## src/rtl/spi_tgt_pkg.sv

```systemverilog
package spi_tgt_pkg;

    typedef enum logic [2:0] {
        ST_OFF,
        ST_IDLE,
        ST_READY,
        ST_ACTIVE,
        ST_SPENT
    } tgt_state_e;

    localparam logic [1:0] A_CTRL = 2'd0;
    localparam logic [1:0] A_STAT = 2'd1;
    localparam logic [1:0] A_DATA = 2'd2;

    localparam int C_EN   = 7;
    localparam int C_HOST = 5;
    localparam int C_CPOL = 3;
    localparam int C_CPHA = 2;

    localparam int S_DONE = 7;
    localparam int S_WCOL = 6;

    localparam logic [7:0] CTRL_RST = 8'h04;

    localparam int PIN_SCK  = 0;
    localparam int PIN_MOSI = 1;
    localparam int PIN_SSN  = 2;
    localparam int PIN_CNT  = 3;

endpackage

```

## src/rtl/spi_tgt_sync.sv

```systemverilog
module spi_tgt_sync #(
    parameter int N      = 3,
    parameter int STAGES = 2
) (
    input  logic         clk,
    input  logic         rst_n,
    input  logic [N-1:0] din,
    output logic [N-1:0] lvl,
    output logic         ok
);
    // One extra cycle so a downstream previous-value register is also valid.
    localparam int WARM = STAGES + 1;
    localparam int CNTW = $clog2(WARM + 1);

    logic [CNTW-1:0] warm_q;

    genvar g;
    generate
        for (g = 0; g < N; g++) begin : g_pin
            logic [STAGES-1:0] chain_q;
            always_ff @(posedge clk or negedge rst_n) begin
                if (!rst_n) chain_q <= '0;
                else        chain_q <= (chain_q << 1) | STAGES'(din[g]);
            end
            assign lvl[g] = chain_q[STAGES-1];
        end
    endgenerate

    always_ff @(posedge clk or negedge rst_n) begin
        if (!rst_n)                        warm_q <= '0;
        else if (warm_q != CNTW'(WARM))    warm_q <= warm_q + 1'b1;
    end

    assign ok = (warm_q == CNTW'(WARM));

endmodule

```

## src/rtl/spi_tgt_regs.sv

```systemverilog
module spi_tgt_regs
    import spi_tgt_pkg::*;
#(
    parameter int W = 8
) (
    input  logic         clk,
    input  logic         rst_n,
    input  logic         cpu_sel,
    input  logic         cpu_wr,
    input  logic         cpu_rd,
    input  logic [1:0]   cpu_addr,
    input  logic [W-1:0] cpu_wdata,
    output logic [W-1:0] cpu_rdata,
    input  logic         in_char,
    input  logic         rx_load,
    input  logic [W-1:0] rx_word,
    output logic [7:0]   ctrl_q,
    output logic [W-1:0] tx_buf_q,
    output logic         done_q,
    output logic         wcol_q
);
    logic [W-1:0] rx_buf_q;
    logic         armed_q;
    logic         ctrl_wr, stat_rd, data_wr, data_acc, flag_clr;
    logic [7:0]   stat_byte;

    assign ctrl_wr  = cpu_sel && cpu_wr && (cpu_addr == A_CTRL);
    assign stat_rd  = cpu_sel && cpu_rd && (cpu_addr == A_STAT);
    assign data_wr  = cpu_sel && cpu_wr && (cpu_addr == A_DATA);
    assign data_acc = cpu_sel && (cpu_wr || cpu_rd) && (cpu_addr == A_DATA);
    assign flag_clr = data_acc && armed_q;

    always_ff @(posedge clk or negedge rst_n) begin
        if (!rst_n) begin
            ctrl_q   <= CTRL_RST;
            tx_buf_q <= '0;
            rx_buf_q <= '0;
            armed_q  <= 1'b0;
            done_q   <= 1'b0;
            wcol_q   <= 1'b0;
        end else begin
            if (ctrl_wr)
                ctrl_q <= cpu_wdata[7:0];
            if (data_wr && !in_char)
                tx_buf_q <= cpu_wdata;
            if (rx_load)
                rx_buf_q <= rx_word;
            if (stat_rd && (done_q || wcol_q))
                armed_q <= 1'b1;
            else if (data_acc)
                armed_q <= 1'b0;
            done_q <= rx_load || (done_q && !flag_clr);
            wcol_q <= (data_wr && in_char) || (wcol_q && !flag_clr);
        end
    end

    always_comb begin
        stat_byte         = '0;
        stat_byte[S_DONE] = done_q;
        stat_byte[S_WCOL] = wcol_q;
    end

    always_comb begin
        case (cpu_addr)
            A_CTRL:  cpu_rdata = W'(ctrl_q);
            A_STAT:  cpu_rdata = W'(stat_byte);
            A_DATA:  cpu_rdata = rx_buf_q;
            default: cpu_rdata = '0;
        endcase
    end

endmodule

```

## src/rtl/spi_tgt_fsm.sv

```systemverilog
module spi_tgt_fsm
    import spi_tgt_pkg::*;
#(
    parameter int W = 8
) (
    input  logic         clk,
    input  logic         rst_n,
    input  logic         sync_ok,
    input  logic         en,
    input  logic         host,
    input  logic         cpol,
    input  logic         cpha,
    input  logic         sck_s,
    input  logic         mosi_s,
    input  logic         ssn_s,
    input  logic [W-1:0] tx_buf,
    output tgt_state_e   state_q,
    output logic         miso,
    output logic         miso_oe,
    output logic         rx_load,
    output logic [W-1:0] rx_word
);
    localparam int             CW   = $clog2(W);
    localparam logic [CW-1:0]  LAST = CW'(W - 1);

    tgt_state_e     state_d;
    logic [W-1:0]   shreg_q;
    logic [CW-1:0]  cnt_q;
    logic           pend_q;
    logic           sck_prev_q, ssn_prev_q;
    logic           go, ss_lo, ss_fall, sck_rise, sck_fall;
    logic           lead, trail, samp, shft, last_bit, load;

    // Edge detection in the system clock domain
    always_ff @(posedge clk or negedge rst_n) begin
        if (!rst_n) begin
            sck_prev_q <= 1'b0;
            ssn_prev_q <= 1'b0;
        end else begin
            sck_prev_q <= sck_s;
            ssn_prev_q <= ssn_s;
        end
    end

    assign go       = sync_ok && en && !host;
    assign ss_lo    = !ssn_s;
    assign ss_fall  = sync_ok && ssn_prev_q && !ssn_s;
    assign sck_rise = sync_ok && !sck_prev_q && sck_s;
    assign sck_fall = sync_ok && sck_prev_q && !sck_s;
    assign lead     = cpol ? sck_fall : sck_rise;
    assign trail    = cpol ? sck_rise : sck_fall;
    assign samp     = cpha ? trail : lead;
    assign shft     = cpha ? lead : trail;
    assign last_bit = (cnt_q == LAST);

    // State register
    always_ff @(posedge clk or negedge rst_n) begin
        if (!rst_n) state_q <= ST_OFF;
        else        state_q <= state_d;
    end

    // Next-state logic
    always_comb begin
        state_d = state_q;
        if (!go) begin
            state_d = ST_OFF;
        end else begin
            unique case (state_q)
                ST_OFF:    state_d = ST_IDLE;
                ST_IDLE: begin
                    if (ss_lo && cpha)         state_d = ST_READY;
                    else if (ss_fall && !cpha) state_d = ST_ACTIVE;
                end
                ST_READY: begin
                    if (!ss_lo)                state_d = ST_IDLE;
                    else if (lead)             state_d = ST_ACTIVE;
                end
                ST_ACTIVE: begin
                    if (!ss_lo)                state_d = ST_IDLE;
                    else if (samp && last_bit) state_d = cpha ? ST_READY : ST_SPENT;
                end
                ST_SPENT: begin
                    if (!ss_lo)                state_d = ST_IDLE;
                end
                default:                       state_d = ST_OFF;
            endcase
        end
    end

    assign load = (state_d == ST_ACTIVE) && (state_q != ST_ACTIVE);

    // Shift datapath
    always_ff @(posedge clk or negedge rst_n) begin
        if (!rst_n) begin
            shreg_q <= '0;
            cnt_q   <= '0;
            pend_q  <= 1'b0;
        end else if (load) begin
            shreg_q <= tx_buf;
            cnt_q   <= '0;
        end else if (state_q == ST_ACTIVE && go && ss_lo) begin
            if (samp) begin
                pend_q <= mosi_s;
                cnt_q  <= last_bit ? '0 : cnt_q + 1'b1;
            end
            if (shft)
                shreg_q <= {shreg_q[W-2:0], pend_q};
        end else if (state_q != ST_ACTIVE) begin
            cnt_q <= '0;
        end
    end

    // Outputs
    assign rx_load = (state_q == ST_ACTIVE) && go && ss_lo && samp && last_bit;
    assign rx_word = {shreg_q[W-2:0], mosi_s};
    assign miso    = shreg_q[W-1];
    assign miso_oe = (state_q == ST_READY) || (state_q == ST_ACTIVE) ||
                     (state_q == ST_SPENT);

endmodule

```

## src/rtl/spi_tgt_port.sv

```systemverilog
module spi_tgt_port
    import spi_tgt_pkg::*;
#(
    parameter int CHAR_BITS   = 8,
    parameter int SYNC_STAGES = 2
) (
    input  logic       clk,
    input  logic       rst_n,
    input  logic       cpu_sel,
    input  logic       cpu_wr,
    input  logic       cpu_rd,
    input  logic [1:0] cpu_addr,
    input  logic [7:0] cpu_wdata,
    output logic [7:0] cpu_rdata,
    input  logic       sck_i,
    input  logic       mosi_i,
    input  logic       ss_n_i,
    output logic       miso_o,
    output logic       miso_oe_o,
    output logic       irq_o
);
    logic [PIN_CNT-1:0]   pins, pins_s;
    logic                 sync_ok;
    logic [7:0]           ctrl_q;
    logic [CHAR_BITS-1:0] tx_buf_q, rx_word;
    logic                 done_q, wcol_q, rx_load, in_char;
    tgt_state_e           fsm_state;

    assign pins[PIN_SCK]  = sck_i;
    assign pins[PIN_MOSI] = mosi_i;
    assign pins[PIN_SSN]  = ss_n_i;

    spi_tgt_sync #(.N(PIN_CNT), .STAGES(SYNC_STAGES)) u_sync (
        .clk   (clk),
        .rst_n (rst_n),
        .din   (pins),
        .lvl   (pins_s),
        .ok    (sync_ok)
    );

    assign in_char = (fsm_state == ST_ACTIVE);

    spi_tgt_regs #(.W(CHAR_BITS)) u_regs (
        .clk       (clk),
        .rst_n     (rst_n),
        .cpu_sel   (cpu_sel),
        .cpu_wr    (cpu_wr),
        .cpu_rd    (cpu_rd),
        .cpu_addr  (cpu_addr),
        .cpu_wdata (cpu_wdata),
        .cpu_rdata (cpu_rdata),
        .in_char   (in_char),
        .rx_load   (rx_load),
        .rx_word   (rx_word),
        .ctrl_q    (ctrl_q),
        .tx_buf_q  (tx_buf_q),
        .done_q    (done_q),
        .wcol_q    (wcol_q)
    );

    spi_tgt_fsm #(.W(CHAR_BITS)) u_fsm (
        .clk     (clk),
        .rst_n   (rst_n),
        .sync_ok (sync_ok),
        .en      (ctrl_q[C_EN]),
        .host    (ctrl_q[C_HOST]),
        .cpol    (ctrl_q[C_CPOL]),
        .cpha    (ctrl_q[C_CPHA]),
        .sck_s   (pins_s[PIN_SCK]),
        .mosi_s  (pins_s[PIN_MOSI]),
        .ssn_s   (pins_s[PIN_SSN]),
        .tx_buf  (tx_buf_q),
        .state_q (fsm_state),
        .miso    (miso_o),
        .miso_oe (miso_oe_o),
        .rx_load (rx_load),
        .rx_word (rx_word)
    );

    assign irq_o = done_q;

endmodule

```

## config.mk

```make
export PLATFORM = sky130hd
export DESIGN_NAME = spi_tgt_port
export DESIGN_NICKNAME = d
export VERILOG_FILES = /design/src/rtl/spi_tgt_pkg.sv /design/src/rtl/spi_tgt_sync.sv /design/src/rtl/spi_tgt_regs.sv /design/src/rtl/spi_tgt_fsm.sv /design/src/rtl/spi_tgt_port.sv
export SDC_FILE = /design/constraint.sdc
export NUM_CORES = 1
export LEC_CHECK = 0
export BUFFER_PORTS_ARGS = -buffer_cell sky130_fd_sc_hd__buf_2
export CAP_MARGIN = 20
export CORE_MARGIN = 2
export CORE_UTILIZATION = 41
export DETAILED_ROUTE_END_ITERATION = 10
export GPL_TIMING_DRIVEN = 0
export SLEW_MARGIN = 20
export SYNTH_ARGS = -nofsm -noshare
export SYNTH_HDL_FRONTEND = slang
export SYNTH_SLANG_ARGS = --single-unit
export TNS_END_PERCENT = 30
```

## constraint.sdc

```tcl
create_clock -name clk -period 2.9 [get_ports clk]
set_input_delay 0.58 -clock clk [delete_from_list [all_inputs] [get_ports clk]]
set_output_delay 0.58 -clock clk [all_outputs]
set_load 0.03 [all_outputs]
```

# After elaboration in Yosys (flattened, before gate mapping)
# Cells that the tools add are included.
dict set report word_totals {
  inputBits 18
  wordCells 110
  ff_bits 52
}
dict set report op_classes {
  bitwise 4
  n_reduce_logical 51
  muxes 25
  addsub 2
  eq_ne 12
}
# cell count
set ops {}
lappend ops {{3-bit two-way mux} 14}
lappend ops {{1-bit logical AND} 29}
lappend ops {{8-bit two-way mux} 3}
lappend ops {{8-bit case mux with 3 select lines} 1}
lappend ops {{3-bit case mux with 5 select lines} 1}
lappend ops {{3-bit by 2-bit equality test with 1-bit output, second input constant} 3}
lappend ops {{1-bit logical NOT} 7}
lappend ops {{3-bit equality test, second input constant} 2}
lappend ops {{1-bit logical OR} 6}
lappend ops {{1-bit two-way mux} 6}
lappend ops {{2-bit by 1-bit OR with 2-bit output} 3}
lappend ops {{2-bit nonzero test} 3}
lappend ops {{2-bit equality test, second input constant} 2}
lappend ops {{2-bit AND reduction} 2}
lappend ops {{3-bit by 1-bit adder with 3-bit output, second input constant} 1}
lappend ops {{3-bit by 1-bit equality test with 1-bit output, second input constant} 1}
lappend ops {{3-bit logical NOT} 1}
lappend ops {{3-bit by 1-bit != test with 1-bit output, second input constant} 1}
lappend ops {{3-bit by 2-bit != test with 1-bit output, second input constant} 1}
lappend ops {{3-bit AND reduction} 1}
lappend ops {{3-bit nonzero test} 1}
lappend ops {{2-bit by 1-bit adder with 2-bit output, second input constant} 1}
lappend ops {{2-bit by 1-bit equality test with 1-bit output, second input constant} 1}
lappend ops {{2-bit logical NOT} 1}
lappend ops {{2 further kinds} 2}

# Depth between registers and ports, before layout
# Gate-level depths: netlist (run 1).
dict set report logic_depth {
  word_depth 14
  mapped_depth 8
}

# Hierarchy
# Synthesis (run 1) repeated with hierarchy kept, for this count alone.
dict set report unflattened {
  cells_unflattened 188
  hier_area_um2 2551.2
}
# mod cells_per_inst n_inst area_each_um2 seq_area_each_um2
set by_module_without_submodules {}
lappend by_module_without_submodules {spi_tgt_regs 84 1 1271.2 676.9}
lappend by_module_without_submodules {spi_tgt_fsm 88 1 999.7 425.4}
lappend by_module_without_submodules {spi_tgt_sync 15 1 271.5 200.2}
lappend by_module_without_submodules {spi_tgt_port 1 1 8.8 0.0}

# Worst setup path before layout (run 1)
# No wires, ideal clock.
dict set report synth_timing {
  path_kind {input to output}
  from {in cpu_addr[1]}
  to {out cpu_rdata[6]}
  required_time_ns 2.320
  slack_ns 0.516
  t_arrival_ns 1.804
  cell_stages 3
  cell_sequence {buf_1 mux2i_1 o21ai_0}
}
dict set report synth_via {
  elab_chain_len 2
  word_cells_on_any_way 4
  classes_between {eq/ne (2); mux (1); reduce/logical (1)}
}
# item line
set synth_rtl {}
lappend synth_rtl {{start: declaration} spi_tgt_port.sv:12} ;# input logic [1:0] cpu_addr,
lappend synth_rtl {{2-bit equality test (tied with other cells)} spi_tgt_regs.sv:64} ;# case (cpu_addr)
lappend synth_rtl {{8-bit case mux with 3 select lines *} spi_tgt_regs.sv:64}
lappend synth_rtl {{end: declaration} spi_tgt_port.sv:14} ;# output logic [7:0] cpu_rdata,
# Mark *: on every way between the ends. The rest lies on a longest branch, timed or not.

# Worst setup path in the final report (run 1)
dict set report layout_timing {
  from {reg u_sync.warm_q[0]}
  to {reg u_fsm.shreg_q[3]}
}
dict set report layout_via {
  elab_chain_len 14
  word_cells_on_any_way 31
  classes_between {eq/ne (2); mux (13); reduce/logical (16)}
}
# item line
set layout_rtl {}
lappend layout_rtl {{start: declaration} spi_tgt_sync.sv:15} ;# logic [CNTW-1:0] warm_q;
lappend layout_rtl {{start signal: assignment} spi_tgt_sync.sv:31} ;# else if (warm_q != CNTW'(WARM)) warm_q <= warm_q + 1'b1;
lappend layout_rtl {{2-bit equality test *} spi_tgt_sync.sv:34} ;# assign ok = (warm_q == CNTW'(WARM));
lappend layout_rtl {{1-bit logical AND, on equally long branches (2 in a row)} {spi_tgt_fsm.sv:48, spi_tgt_fsm.sv:49}}
lappend layout_rtl {{1-bit two-way mux, on equally long branches} {spi_tgt_fsm.sv:50, spi_tgt_fsm.sv:51}}
lappend layout_rtl {{1-bit two-way mux} spi_tgt_fsm.sv:52} ;# assign samp = cpha ? trail : lead;
lappend layout_rtl {{1-bit logical AND} spi_tgt_fsm.sv:80} ;# else if (samp && last_bit) state_d = cpha ? ST_READY : ST_SPENT;
lappend layout_rtl {{3-bit two-way mux} spi_tgt_fsm.sv:80}
lappend layout_rtl {{3-bit two-way mux} spi_tgt_fsm.sv:79} ;# if (!ss_lo) state_d = ST_IDLE;
lappend layout_rtl {{3-bit case mux with 5 select lines} spi_tgt_fsm.sv:68} ;# unique case (state_q)
lappend layout_rtl {{3-bit two-way mux} spi_tgt_fsm.sv:65} ;# if (!go) begin
lappend layout_rtl {{3-bit by 2-bit equality test with 1-bit output} spi_tgt_fsm.sv:90} ;# assign load = (state_d == ST_ACTIVE) && (state_q != ST_ACTIVE);
lappend layout_rtl {{1-bit logical AND} spi_tgt_fsm.sv:90}
lappend layout_rtl {{2-bit nonzero test (no source line)} --}
lappend layout_rtl {{2-bit AND reduction (no source line)} --}
lappend layout_rtl {{end signal: assignment} spi_tgt_fsm.sv:99} ;# shreg_q <= tx_buf;
lappend layout_rtl {{end signal: assignment} spi_tgt_fsm.sv:107} ;# shreg_q <= {shreg_q[W-2:0], pend_q};
lappend layout_rtl {{end: declaration} spi_tgt_fsm.sv:27} ;# logic [W-1:0] shreg_q;
# Marked as above.
# A chain may end at the register's enable or synchronous reset.

==> insert_results.sql, run 1 <==
INSERT INTO impl_metrics (metric_group, metric, value, unit) VALUES
('global_routing', 'grt_remaining_overflow', '0', ''),
('cts', 'cts-resized-gates', '0', ''),
('detailed_routing', 'drt_wl_total', '4.394', 'mm'),
('global_routing', 'grt_start_max_net_pins', '53', ''),
('logic_synthesis', 'synth.top_cells.by_area', 'sky130_fd_sc_hd__dfrtp_1 (52%), sky130_fd_sc_hd__mux2_2 (12%), sky130_fd_sc_hd__mux2_4 (9.9%), sky130_fd_sc_hd__mux2i_1 (3.7%), sky130_fd_sc_hd__nor2_1 (2.5%)', ''),
('logic_synthesis', 'synth-seq-cells', '52', ''),
('detailed_routing', 'drt_pass1_iterations', '4', ''),
('setup_path', 'cp.arrival', '2600', 'ps'),
('global_routing', 'top_usage_layer', 'met1', ''),
('sta', 'final.hold.worst_slack', '294.7', 'ps'),
('cts', 'tritoncts_buffers', '5', ''),
('logic_synthesis', 'synthArstFlopShare', '100.0', '%'),
('setup_path', 'start_kind', 'flip-flop', ''),
('logic_synthesis', 'synth_nets', '211', ''),
('detailed_routing', 'drt_iter0_drc', '86', ''),
('hold_path', 'worst_hold_path_type', 'input port to asynchronous set/reset pin', ''),
('logic_synthesis', 'yosys.cell_count.top_type', 'sky130_fd_sc_hd__dfrtp_1', ''),
('final_layout', 'finish.cell_count_without_fillers', '300', ''),
('cts', 'postCtsHoldBufs', '0', ''),
('detailed_routing', 'via_per_inst', '5.067', ''),
('global_routing', 'antenna_violations_before_repair', '0', ''),
('logic_synthesis', 'synth_top_flop_cell', 'sky130_fd_sc_hd__dfrtp_1', ''),
('power_and_ir_drop', 'worst_ir_drop_vdd', '0.4118', 'mV'),
('power_and_ir_drop', 'combPwrFrac', '19.3', '%'),
('final_layout', 'layout.core_utilization', '47.93', '%'),
('setup_path', 'buffers_plus_inverters_on_the_worst_setup_path', '2', ''),
('global_routing', 'grt_pass1_wl', '7.031', 'mm'),
('final_layout', 'finish.net_count', '246', ''),
('sta', 'maxSlewHeadroom', '48.53', '%'),
('logic_synthesis', 'synth_enable_flop_cells', '0', ''),
('power_and_ir_drop', 'power_leakage', '1.325', 'nW'),
('setup_path', 'timing_worst_setup_path_type', 'flip-flop to flip-flop', ''),
('cts', 'cts_tree', 'done', ''),
('cts', 'root_buffer', 'sky130_fd_sc_hd__clkbuf_8', ''),
('sta', 'final_max_slew_viol_count', '0', ''),
('power_and_ir_drop', 'power.switching_fraction', '24.88', '%'),
('sta', 'clock-skew-final', '10.76', 'ps'),
('sta', 'layout_min_cycle_time', '2416', 'ps'),
('die', 'fp-row-count', '28', ''),
('logic_synthesis', 'yosysWarnings', '0', ''),
('final_layout', 'drive_gt1_share', '37.78', '%'),
('outcome', 'run_status', 'completed', ''),
('power_and_ir_drop', 'p_int', '1.391', 'mW'),
('final_layout', 'stdcell_area', '2804', 'um^2'),
('detailed_routing', 'final_antenna_net_count', '0', ''),
('placed_design', 'hpwl', '3.073', 'mm'),
('final_layout', 'antenna-diode-count', '0', ''),
('global_routing', 'via_count_of_the_first_global_routing_pass', '1418', ''),
('cts', 'clk_path_buf_depth', '2', ''),
('sta', 'timing_limited_maximum_frequency', '0.4138', 'GHz'),
('detailed_routing', 'vias', '1520', ''),
('sta', 'worstMarginPinSlew', '769.1', 'ps'),
('logic_synthesis', 'synth.top_cell.area_share', '52.33', '%'),
('placed_design', 'pre_cts_ws', '497.8', 'ps'),
('logic_synthesis', 'synthesis.instances', '190', ''),
('cts', 'cts.sink_count', '52', ''),
('detailed_routing', 'route.detailed.wl_per_inst', '14.65', 'um'),
('setup_path', 'worst_path_largest_cell_delay', '410', 'ps'),
('sta', 'finalSetupTns', '0', 'ps'),
('final_layout', 'area.growth.synth_to_final', '14.98', '%'),
('sta', 'finalSetupViolations', '0', ''),
('detailed_routing', 'post-route-drc-count', '0', ''),
('placed_design', 'finalWeightedCongestion', '0.6986', ''),
('die', 'die_height', '81.12', 'um'),
('logic_synthesis', 'syn_area', '2439', 'um^2'),
('global_routing', 'use_met2', '20.58', '%'),
('sta', 'rsz0062_at_grt', 'no', ''),
('placed_design', 'place.detailed.instances', '293', ''),
('power_and_ir_drop', 'power.share.clock', '30.4', '%'),
('power_and_ir_drop', 'power_switching', '460.8', 'uW'),
('setup_path', 'worst_path_dominant_cell_family', 'multiplexers', '');
worst reg2reg max path: stages, from the launching register on:
cell and delay [ps]:
sky130_fd_sc_hd__dfrtp_1 380, sky130_fd_sc_hd__ha_1 140, sky130_fd_sc_hd__buf_2 190, sky130_fd_sc_hd__nand3b_1 140, sky130_fd_sc_hd__nor4_1 410, sky130_fd_sc_hd__o21a_1 180
sky130_fd_sc_hd__clkbuf_2 240, sky130_fd_sc_hd__mux2_2 370, sky130_fd_sc_hd__mux2_4 260
registers in the layout (all words and copies together) (netlist names):
| name | cells |
|---|---|
| u_fsm.shreg_q | 8 |
| u_regs.ctrl_q | 8 |
| u_regs.rx_buf_q | 8 |
| u_regs.tx_buf_q | 8 |
| u_sync.g_pin.chain_q | 6 |
| u_fsm.cnt_q | 3 |
| u_fsm.state_q | 3 |
| u_sync.warm_q | 2 |
| u_fsm.pend_q | 1 |
| u_fsm.sck_prev_q | 1 |
| u_fsm.ssn_prev_q | 1 |
| u_regs.armed_q | 1 |
| u_regs.done_q | 1 |
| u_regs.wcol_q | 1 |
cells in the final DEF (no fill, tap or decap), types with 3 or more instances in the layout:
cell / synthesis / layout
sky130_fd_sc_hd__mux2i_1: 9 / 9
sky130_fd_sc_hd__clkbuf_8: 0 / 5
sky130_fd_sc_hd__nand2b_1: 3 / 3
sky130_fd_sc_hd__o21ai_0: 9 / 9
sky130_fd_sc_hd__nor2_1: 16 / 16
sky130_fd_sc_hd__nand2_1: 8 / 8
sky130_fd_sc_hd__nand3_1: 4 / 4
sky130_fd_sc_hd__dfrtp_1: 51 / 51
sky130_fd_sc_hd__mux2_2: 26 / 26
sky130_fd_sc_hd__a21oi_1: 3 / 3
sky130_fd_sc_hd__buf_2: 1 / 28
sky130_fd_sc_hd__ha_1: 3 / 3
sky130_fd_sc_hd__inv_1: 7 / 7
sky130_fd_sc_hd__mux2_4: 16 / 16
kinds of logic after synthesis:
family / Yosys count / share of synthesized area, %
DFF: 52 / 53.41
muxes: 51 / 25.55
and+or+nand+nor: 44 / 9.185
AOI/OAI and AO/OA: 23 / 6.311
buffers and inverters: 14 / 2.873
adders and majority gates: 4 / 1.950
xor gates and xnor gates: 2 / 0.7184
power by group through the flow:
stage | registers, mW | clock network (mW) | logic, mW
detailed placement | 0.949 | 0 | 0.360
floorplan | 0.932 | 0 | 0.272
global route | 0.950 | 0.607 | 0.391
finish | 0.932 | 0.563 | 0.357
CTS | 0.933 | 0.587 | 0.361
global placement | 0.945 | 0 | 0.355
worst paths after layout:
path                                                   end                  startpoint  depth (start not counted)  slack [ps]
worst max-delay path                      u_fsm.shreg_q[3]            u_sync.warm_q[0]                          8         480
worst min-delay path            u_sync.g_pin[2].chain_q[1]                       rst_n                          1         290
worst max register to register            u_fsm.shreg_q[3]            u_sync.warm_q[0]                          8         480
worst min register to register  u_sync.g_pin[1].chain_q[1]  u_sync.g_pin[1].chain_q[0]                          0         360
max in group asynchronous                 u_fsm.shreg_q[4]                       rst_n                          1        2160
min in group clk                u_sync.g_pin[1].chain_q[1]  u_sync.g_pin[1].chain_q[0]                          0         360
routing by layer:
| metal | vias to the layer above | part of all wire (%) |
|---|---|---|
| li1 | 737 | - |
| met1 | 743 | 50 |
| met2 | 34 | 45 |
| met3 | 6 | 4.0 |
| met4 | 0 | 1.4 |
| met5 | - | 0 |
cell type report:
type	count	area, um^2	area share [%]
inverters	7	26.28	0.9371
well taps	75	93.84	3.347
flip-flops and latches	52	1303	46.45
clock buffers	5	68.82	2.454
multi-input cells	124	1066	38.02
repair buffers	28	142.6	5.087
clock inverters	2	60.06	2.142
plain buffers	7	43.79	1.562
(Power assumes the default switching activity.)
==> run 2: changes to the inputs <==
==> constraint.sdc (replaced) <==
create_clock -name clk -period 2.52 [get_ports clk]
set_input_delay 0.504 -clock clk [delete_from_list [all_inputs] [get_ports clk]]
set_output_delay 0.504 -clock clk [all_outputs]
set_load 0.03 [all_outputs]
==> insert_results.sql, run 2 (synthesis gave the netlist of run 1 again) <==
INSERT INTO impl_metrics (metric_group, metric, value, unit) VALUES
('sta', 'worstMarginPinSlew', '786.9', 'ps'),
('setup_path', 'critical_path.startpoint', 'u_sync.warm_q[0]', ''),
('global_routing', 'grt.total_usage', '14.44', '%'),
('global_routing', 'grt_start_max_net_pins', '53', ''),
('sta', 'timing.final.ws_setup', '190.5', 'ps'),
('cts', 'cts_tree', 'done', ''),
('cts', 'tritoncts_buffers', '5', ''),
('setup_path', 'cp.arrival', '2510', 'ps'),
('die', 'initial_utilization', '41.68', '%'),
('sta', 'rsz0062_at_grt', 'no', ''),
('global_routing', 'grt_pass1_wl', '7.031', 'mm'),
('placed_design', 'hpwl', '3.073', 'mm'),
('final_layout', 'antenna-diode-count', '0', ''),
('die', 'io_pins', '29', ''),
('global_routing', 'antenna_violations_before_repair', '0', ''),
('sta', 'final_max_slew_viol_count', '0', ''),
('die', 'fp.coreArea', '5851', 'um^2'),
('cts', 'clkTransAtPathRegs', '80', 'ps'),
('die', 'die_height', '81.12', 'um'),
('power_and_ir_drop', 'worst_ir_drop_vdd', '0.4736', 'mV'),
('detailed_routing', 'via_per_inst', '5.063', ''),
('final_layout', 'final_common_cell', 'sky130_fd_sc_hd__dfrtp_1', ''),
('sta', 'layout_min_cycle_time', '2329', 'ps'),
('detailed_routing', 'drt_wl_total', '4.400', 'mm'),
('placed_design', 'pre_cts_ws', '117.8', 'ps'),
('die', 'floorplan.die.width', '81.12', 'um'),
('power_and_ir_drop', 'power_leakage', '1.325', 'nW'),
('die', 'design.die.area', '6580', 'um^2'),
('setup_path', 'crit_path_end', 'u_fsm.shreg_q[3]', ''),
('cts', 'clk-insertion-delay-late', '300', 'ps'),
('detailed_routing', 'final_antenna_net_count', '0', ''),
('final_layout', 'area.growth.synth_to_final', '15.24', '%'),
('setup_path', 'r2r_path_end', 'u_fsm.shreg_q[3]', ''),
('setup_path', 'endpoint_kind', 'flip-flop', ''),
('setup_path', 'timing.critical_path.fanout_max', '8', ''),
('detailed_routing', 'vias', '1519', ''),
('global_routing', 'grt_remaining_overflow', '0', ''),
('die', 'fp-row-count', '28', ''),
('setup_path', 'regToRegSetupSlack', '190', 'ps'),
('setup_path', 'regToRegStartpoint', 'u_sync.warm_q[0]', ''),
('cts', 'cts.sink_count', '52', ''),
('final_layout', 'finish.net_count', '246', ''),
('sta', 'finalSetupTns', '0', 'ps'),
('placed_design', 'finalWeightedCongestion', '0.6986', ''),
('setup_path', 'timing.critical_path.required', '2710', 'ps'),
('setup_path', 'timing_worst_setup_path_type', 'flip-flop to flip-flop', ''),
('flow_run', 'maxCapViolations', '0', ''),
('setup_path', 'r2r_cells', '8', ''),
('detailed_routing', 'drt_pass1_iterations', '4', ''),
('sta', 'min_period_over_period', '92.44', '%'),
('global_routing', 'via_count_of_the_first_global_routing_pass', '1418', ''),
('cts', 'root_buffer', 'sky130_fd_sc_hd__clkbuf_8', ''),
('cts', 'post_cts.repair.setup_buffers', '0', ''),
('sta', 'timing.final.hold_violations', '0', ''),
('detailed_routing', 'route.detailed.wl_per_inst', '14.67', 'um'),
('setup_path', 'start_kind', 'flip-flop', ''),
('cts', 'clk_path_buf_depth', '2', ''),
('cts', 'postCtsHoldBufs', '0', ''),
('cts', 'ctsHtreeMaxLevel', '2', ''),
('hold_path', 'worst_hold_path_type', 'input port to asynchronous set/reset pin', ''),
('final_layout', 'layout_common_cells', 'sky130_fd_sc_hd__dfrtp_1 (51), sky130_fd_sc_hd__buf_2 (28), sky130_fd_sc_hd__mux2_2 (26)', ''),
('sta', 'finalSetupViolations', '0', ''),
('power_and_ir_drop', 'power_density', '758.0', 'nW/um^2'),
('sta', 'maxSlewHeadroom', '47.35', '%'),
('sta', 'clock-skew-final', '9.521', 'ps'),
('placed_design', 'port-buffer-count', '28', ''),
('final_layout', 'drive_gt1_share', '38.22', '%'),
('detailed_routing', 'post-route-drc-count', '0', ''),
('sta', 'timing_limited_maximum_frequency', '0.4293', 'GHz'),
('detailed_routing', 'drt_iter0_drc', '57', ''),
('outcome', 'run_status', 'completed', '');
run 2: cell count changes in the layout (fill, tap and decap cells not counted):
cell	change
sky130_fd_sc_hd__nor4_1	-1
sky130_fd_sc_hd__nor4_2	+1
run 2: critical path: stages (launching register included):
cell	delay (ps)
sky130_fd_sc_hd__dfrtp_1	380
sky130_fd_sc_hd__ha_1	140
sky130_fd_sc_hd__buf_2	190
sky130_fd_sc_hd__nand3b_1	150
sky130_fd_sc_hd__nor4_2	320
sky130_fd_sc_hd__o21a_1	170
sky130_fd_sc_hd__clkbuf_2	240
sky130_fd_sc_hd__mux2_2	370
sky130_fd_sc_hd__mux2_4	260
run 2: worst min path at each step:
stage	slack, ps	cells past startpoint	from	end
floorplan	210	0	rst_n	u_fsm.cnt_q[0]
finish	220	1	rst_n	u_sync.g_pin[2].chain_q[1]
global route	270	1	rst_n	u_regs.done_q
CTS	230	1	rst_n	u_fsm.cnt_q[1]
global placement	330	0	u_sync.g_pin[2].chain_q[0]	u_sync.g_pin[2].chain_q[1]
detailed placement	340	0	u_sync.g_pin[1].chain_q[0]	u_sync.g_pin[1].chain_q[1]
run 2: layout make-up:
cell class / instances / area (um^2)
plain buffers: 7 / 43.79
clock buffers: 5 / 68.82
clock inverters: 2 / 60.06
fillers: 503 / 3040
inverters: 7 / 26.28
multi-input cells: 124 / 1072
flip-flops and latches: 52 / 1303
well taps: 75 / 93.84
repair buffers: 28 / 142.6
run 2: timing repair:
item / 4_1_cts / 5_1_grt
endpoints found under the setup margin: 0 / 8
resized for setup: 0 / 1
hold endpoints to repair: 0 / 0
run 2: layer usage:
layer	up-vias	track usage, %	share of wire [%]
li1	736	-	-
met1	743	21.32	49
met2	34	20.58	46
met3	6	3.333	4.0
met4	0	5.593	1.4
met5	-	0	0
run 2: per-stage QoR:
stage | instances | cell area [um^2] | utilization [%] | hold WS, ps | power [mW]
after CTS | 300 | 2804 | 47.93 | 234.2 | 2.165
after floorplan | 190 | 2439 | - | 208.4 | 1.385
final | 300 | 2810 | 48.03 | 218.0 | 2.130
after detailed placement | 293 | 2675 | 45.72 | 338.6 | 1.506
after global placement | 293 | 2673 | 45.68 | 333.3 | 1.495
after global routing | 300 | 2810 | 48.03 | 269.1 | 2.244
run 2: report_power, final:
part / switching (mW) / total [mW] / internal (mW)
sequential: 0.101 / 1.07 / 0.971
combinational: 0.173 / 0.413 / 0.240
clock: 0.256 / 0.646 / 0.391
==> run 3: changes to the inputs <==
--- a/config.mk
+++ b/config.mk
@@ -7,10 +7,13 @@
 export LEC_CHECK = 0
 export BUFFER_PORTS_ARGS = -buffer_cell sky130_fd_sc_hd__buf_2
 export CAP_MARGIN = 20
-export CORE_MARGIN = 2
-export CORE_UTILIZATION = 41
+export CELL_PAD_IN_SITES_DETAIL_PLACEMENT = 1
+export CELL_PAD_IN_SITES_GLOBAL_PLACEMENT = 2
+export CORE_MARGIN = 8
+export CORE_UTILIZATION = 39
 export DETAILED_ROUTE_END_ITERATION = 10
 export GPL_TIMING_DRIVEN = 0
+export PLACE_DENSITY_LB_ADDON = 0.1
 export SLEW_MARGIN = 20
 export SYNTH_ARGS = -nofsm -noshare
 export SYNTH_HDL_FRONTEND = slang
==> insert_results.sql, run 3 (synthesis gave the netlist of run 1 again) <==
INSERT INTO impl_metrics (metric_group, metric, value, unit) VALUES
('setup_path', 'cp.arrival', '1870', 'ps'),
('final_layout', 'area.growth.synth_to_final', '14.11', '%'),
('power_and_ir_drop', 'power.switching_fraction', '29.18', '%'),
('power_and_ir_drop', 'worst_ir_drop_vdd', '0.3407', 'mV'),
('die', 'design.die.area', '9039', 'um^2'),
('setup_path', 'buffers_plus_inverters_on_the_worst_setup_path', '3', ''),
('cts', 'clk_path_buf_depth', '2', ''),
('cts', 'root_buffer', 'sky130_fd_sc_hd__clkbuf_8', ''),
('final_layout', 'final_common_cell', 'sky130_fd_sc_hd__dfrtp_1', ''),
('setup_path', 'timing.critical_path.required', '2020', 'ps'),
('global_routing', 'grt_util_met1', '17.23', '%'),
('sta', 'timing_limited_maximum_frequency', '0.4214', 'GHz'),
('setup_path', 'critical_path.cell_chain', 'buf_2 > buf_1 > mux2i_1 > o21ai_0 > buf_2', ''),
('sta', 'maxSlewHeadroom', '41.25', '%'),
('final_layout', 'finish.net_count', '246', ''),
('global_routing', 'grt_remaining_overflow', '0', ''),
('power_and_ir_drop', 'power_density', '714.9', 'nW/um^2'),
('setup_path', 'timing.critical_path.fanout_max', '10', ''),
('die', 'die_height', '95.08', 'um'),
('setup_path', 'worst_path_largest_cell_delay', '660', 'ps'),
('setup_path', 'r2r_path_end', 'u_fsm.shreg_q[3]', ''),
('sta', 'final.hold.worst_slack', '224.4', 'ps'),
('die', 'floorplan.die.width', '95.08', 'um'),
('die', 'fp-row-count', '29', ''),
('die', 'fp.coreArea', '6205', 'um^2'),
('global_routing', 'antenna_violations_before_repair', '0', ''),
('sta', 'finalSetupTns', '0', 'ps'),
('detailed_routing', 'drt_pass1_iterations', '4', ''),
('sta', 'worstMarginPinSlew', '878.0', 'ps'),
('setup_path', 'critical-path-top-cell-by-count', 'sky130_fd_sc_hd__buf_2', ''),
('detailed_routing', 'drt_iter0_drc', '28', ''),
('power_and_ir_drop', 'seq_pwr_share', '54.1', '%'),
('global_routing', 'grt_util_met3', '2.835', '%'),
('final_layout', 'layout.core_utilization', '44.85', '%'),
('final_layout', 'layout_common_cells', 'sky130_fd_sc_hd__dfrtp_1 (51), sky130_fd_sc_hd__buf_2 (29), sky130_fd_sc_hd__mux2_2 (26)', ''),
('power_and_ir_drop', 'p_int', '1.409', 'mW'),
('setup_path', 'cp_slowest_cell', 'sky130_fd_sc_hd__buf_1', ''),
('setup_path', 'start_kind', 'input port', ''),
('setup_path', 'endpoint_kind', 'output port', ''),
('setup_path', 'regToRegStartpoint', 'u_fsm.cnt_q[0]', ''),
('placed_design', 'hpwl', '3.941', 'mm'),
('sta', 'timing.final.hold_violations', '0', ''),
('global_routing', 'top_usage_layer', 'met2', ''),
('sta', 'final_max_slew_viol_count', '0', ''),
('setup_path', 'timing_worst_setup_path_type', 'input port to output port', ''),
('setup_path', 'critical_path.startpoint', 'cpu_addr[1]', ''),
('setup_path', 'wp_depth', '5', ''),
('cts', 'clkTransAtPathRegs', '100', 'ps'),
('sta', 'clock-skew-final', '7.064', 'ps'),
('cts', 'tritoncts_buffers', '5', ''),
('flow_run', 'maxCapViolations', '0', ''),
('detailed_routing', 'via_per_inst', '5.211', ''),
('final_layout', 'area.sequential', '1303', 'um^2'),
('cts', 'cts.sink_count', '52', ''),
('die', 'io_pins', '29', ''),
('detailed_routing', 'drt_wl_total', '5.436', 'mm'),
('die', 'initial_utilization', '39.30', '%'),
('detailed_routing', 'vias', '1579', ''),
('cts', 'clk-insertion-delay-late', '300', 'ps'),
('global_routing', 'grt_pass1_wl', '9.294', 'mm'),
('final_layout', 'filler_cell_count', '688', ''),
('final_layout', 'multi_input_comb_area', '1081', 'um^2'),
('power_and_ir_drop', 'power.share.clock', '24.4', '%'),
('cts', 'postCtsHoldBufs', '0', ''),
('detailed_routing', 'final_antenna_net_count', '0', ''),
('sta', 'layout_min_cycle_time', '2373', 'ps'),
('placed_design', 'finalWeightedCongestion', '0.7952', ''),
('outcome', 'run_status', 'completed', ''),
('detailed_routing', 'post-route-drc-count', '0', ''),
('power_and_ir_drop', 'power_leakage', '1.311', 'nW'),
('setup_path', 'regToRegSetupSlack', '200', 'ps'),
('sta', 'min_period_over_period', '94.17', '%'),
('global_routing', 'via_count_of_the_first_global_routing_pass', '1829', ''),
('detailed_routing', 'route.detailed.wl_per_inst', '17.94', 'um'),
('global_routing', 'grt_start_max_net_pins', '53', ''),
('cts', 'cts_tree', 'done', ''),
('cts', 'ctsHtreeMaxLevel', '2', ''),
('sta', 'finalSetupViolations', '0', ''),
('global_routing', 'use_met2', '22.50', '%'),
('power_and_ir_drop', 'power_switching', '580.6', 'uW'),
('sta', 'rsz0062_at_grt', 'no', ''),
('final_layout', 'antenna-diode-count', '0', ''),
('global_routing', 'grt.total_usage', '13.30', '%'),
('setup_path', 'r2r_cells', '8', ''),
('setup_path', 'worst_path_dominant_cell_family', 'buffers and inverters', ''),
('placed_design', 'port-buffer-count', '28', ''),
('hold_path', 'worst_hold_path_type', 'input port to asynchronous set/reset pin', ''),
('power_and_ir_drop', 'combPwrFrac', '21.5', '%'),
('setup_path', 'crit_path_end', 'cpu_rdata[7]', ''),
('final_layout', 'drive_gt1_share', '38.50', '%');
==> run 3: cell count changes in the layout (fill, tap and decap cells not counted), sizes merged <==
cell	delta
clkinv	+1
clkinvlp	+1
clkbuf	-1
inv	+1
bufinv	-2
buf	+1
==> run 3: worst min path at each step <==
stage | to | start | cells past startpoint
final | u_sync.warm_q[1] | rst_n | 1
after floorplan | u_fsm.cnt_q[0] | rst_n | 0
after CTS | u_sync.g_pin[0].chain_q[0] | rst_n | 1
after global routing | u_sync.g_pin[0].chain_q[0] | rst_n | 1
after global placement | u_sync.g_pin[2].chain_q[1] | u_sync.g_pin[2].chain_q[0] | 0
after detailed placement | u_sync.g_pin[1].chain_q[1] | u_sync.g_pin[1].chain_q[0] | 0
==> run 3: area by class of cell <==
class,count,share of cell area [%]
well taps,77,3.462
flip-flops and latches,52,46.81
clock inverters,3,0.7644
multi-input cells,124,38.85
repair buffers,28,5.126
plain buffers,7,1.574
clock buffers,5,2.473
inverters,7,0.9442
==> run 3: routing by layer <==
layer	vias up	wire length [um]
met5	-	0
met4	0	19
met3	3	206
met2	29	2673
met1	804	2537
li1	743	-
==> run 3: stage by stage <==
step,area [um^2],setup WS (ps),instances,power [mW]
CTS,2768,52.57,303,2.010
finish,2783,146.9,303,1.989
detailed placement,2678,65.51,295,1.523
global placement,2675,92.99,295,1.494
global route,2783,23.32,303,2.105
floorplan,2439,288.1,190,1.385
==> run 3: timing repair <==
| action | in CTS | in global routing |
|---|---|---|
| gates resized for setup | 0 | 3 |
| setup endpoints to repair | 0 | 8 |
| setup buffers | 0 | 0 |
==> run 3: power groups by stage <==
stage / Sequential [mW] / Combinational (mW) / Clock, mW
after floorplan: 1.07 / 0.313 / 0
after global placement: 1.09 / 0.408 / 0
after detailed placement: 1.10 / 0.427 / 0
after CTS: 1.08 / 0.430 / 0.502
after global routing: 1.10 / 0.475 / 0.532
final: 1.08 / 0.428 / 0.486
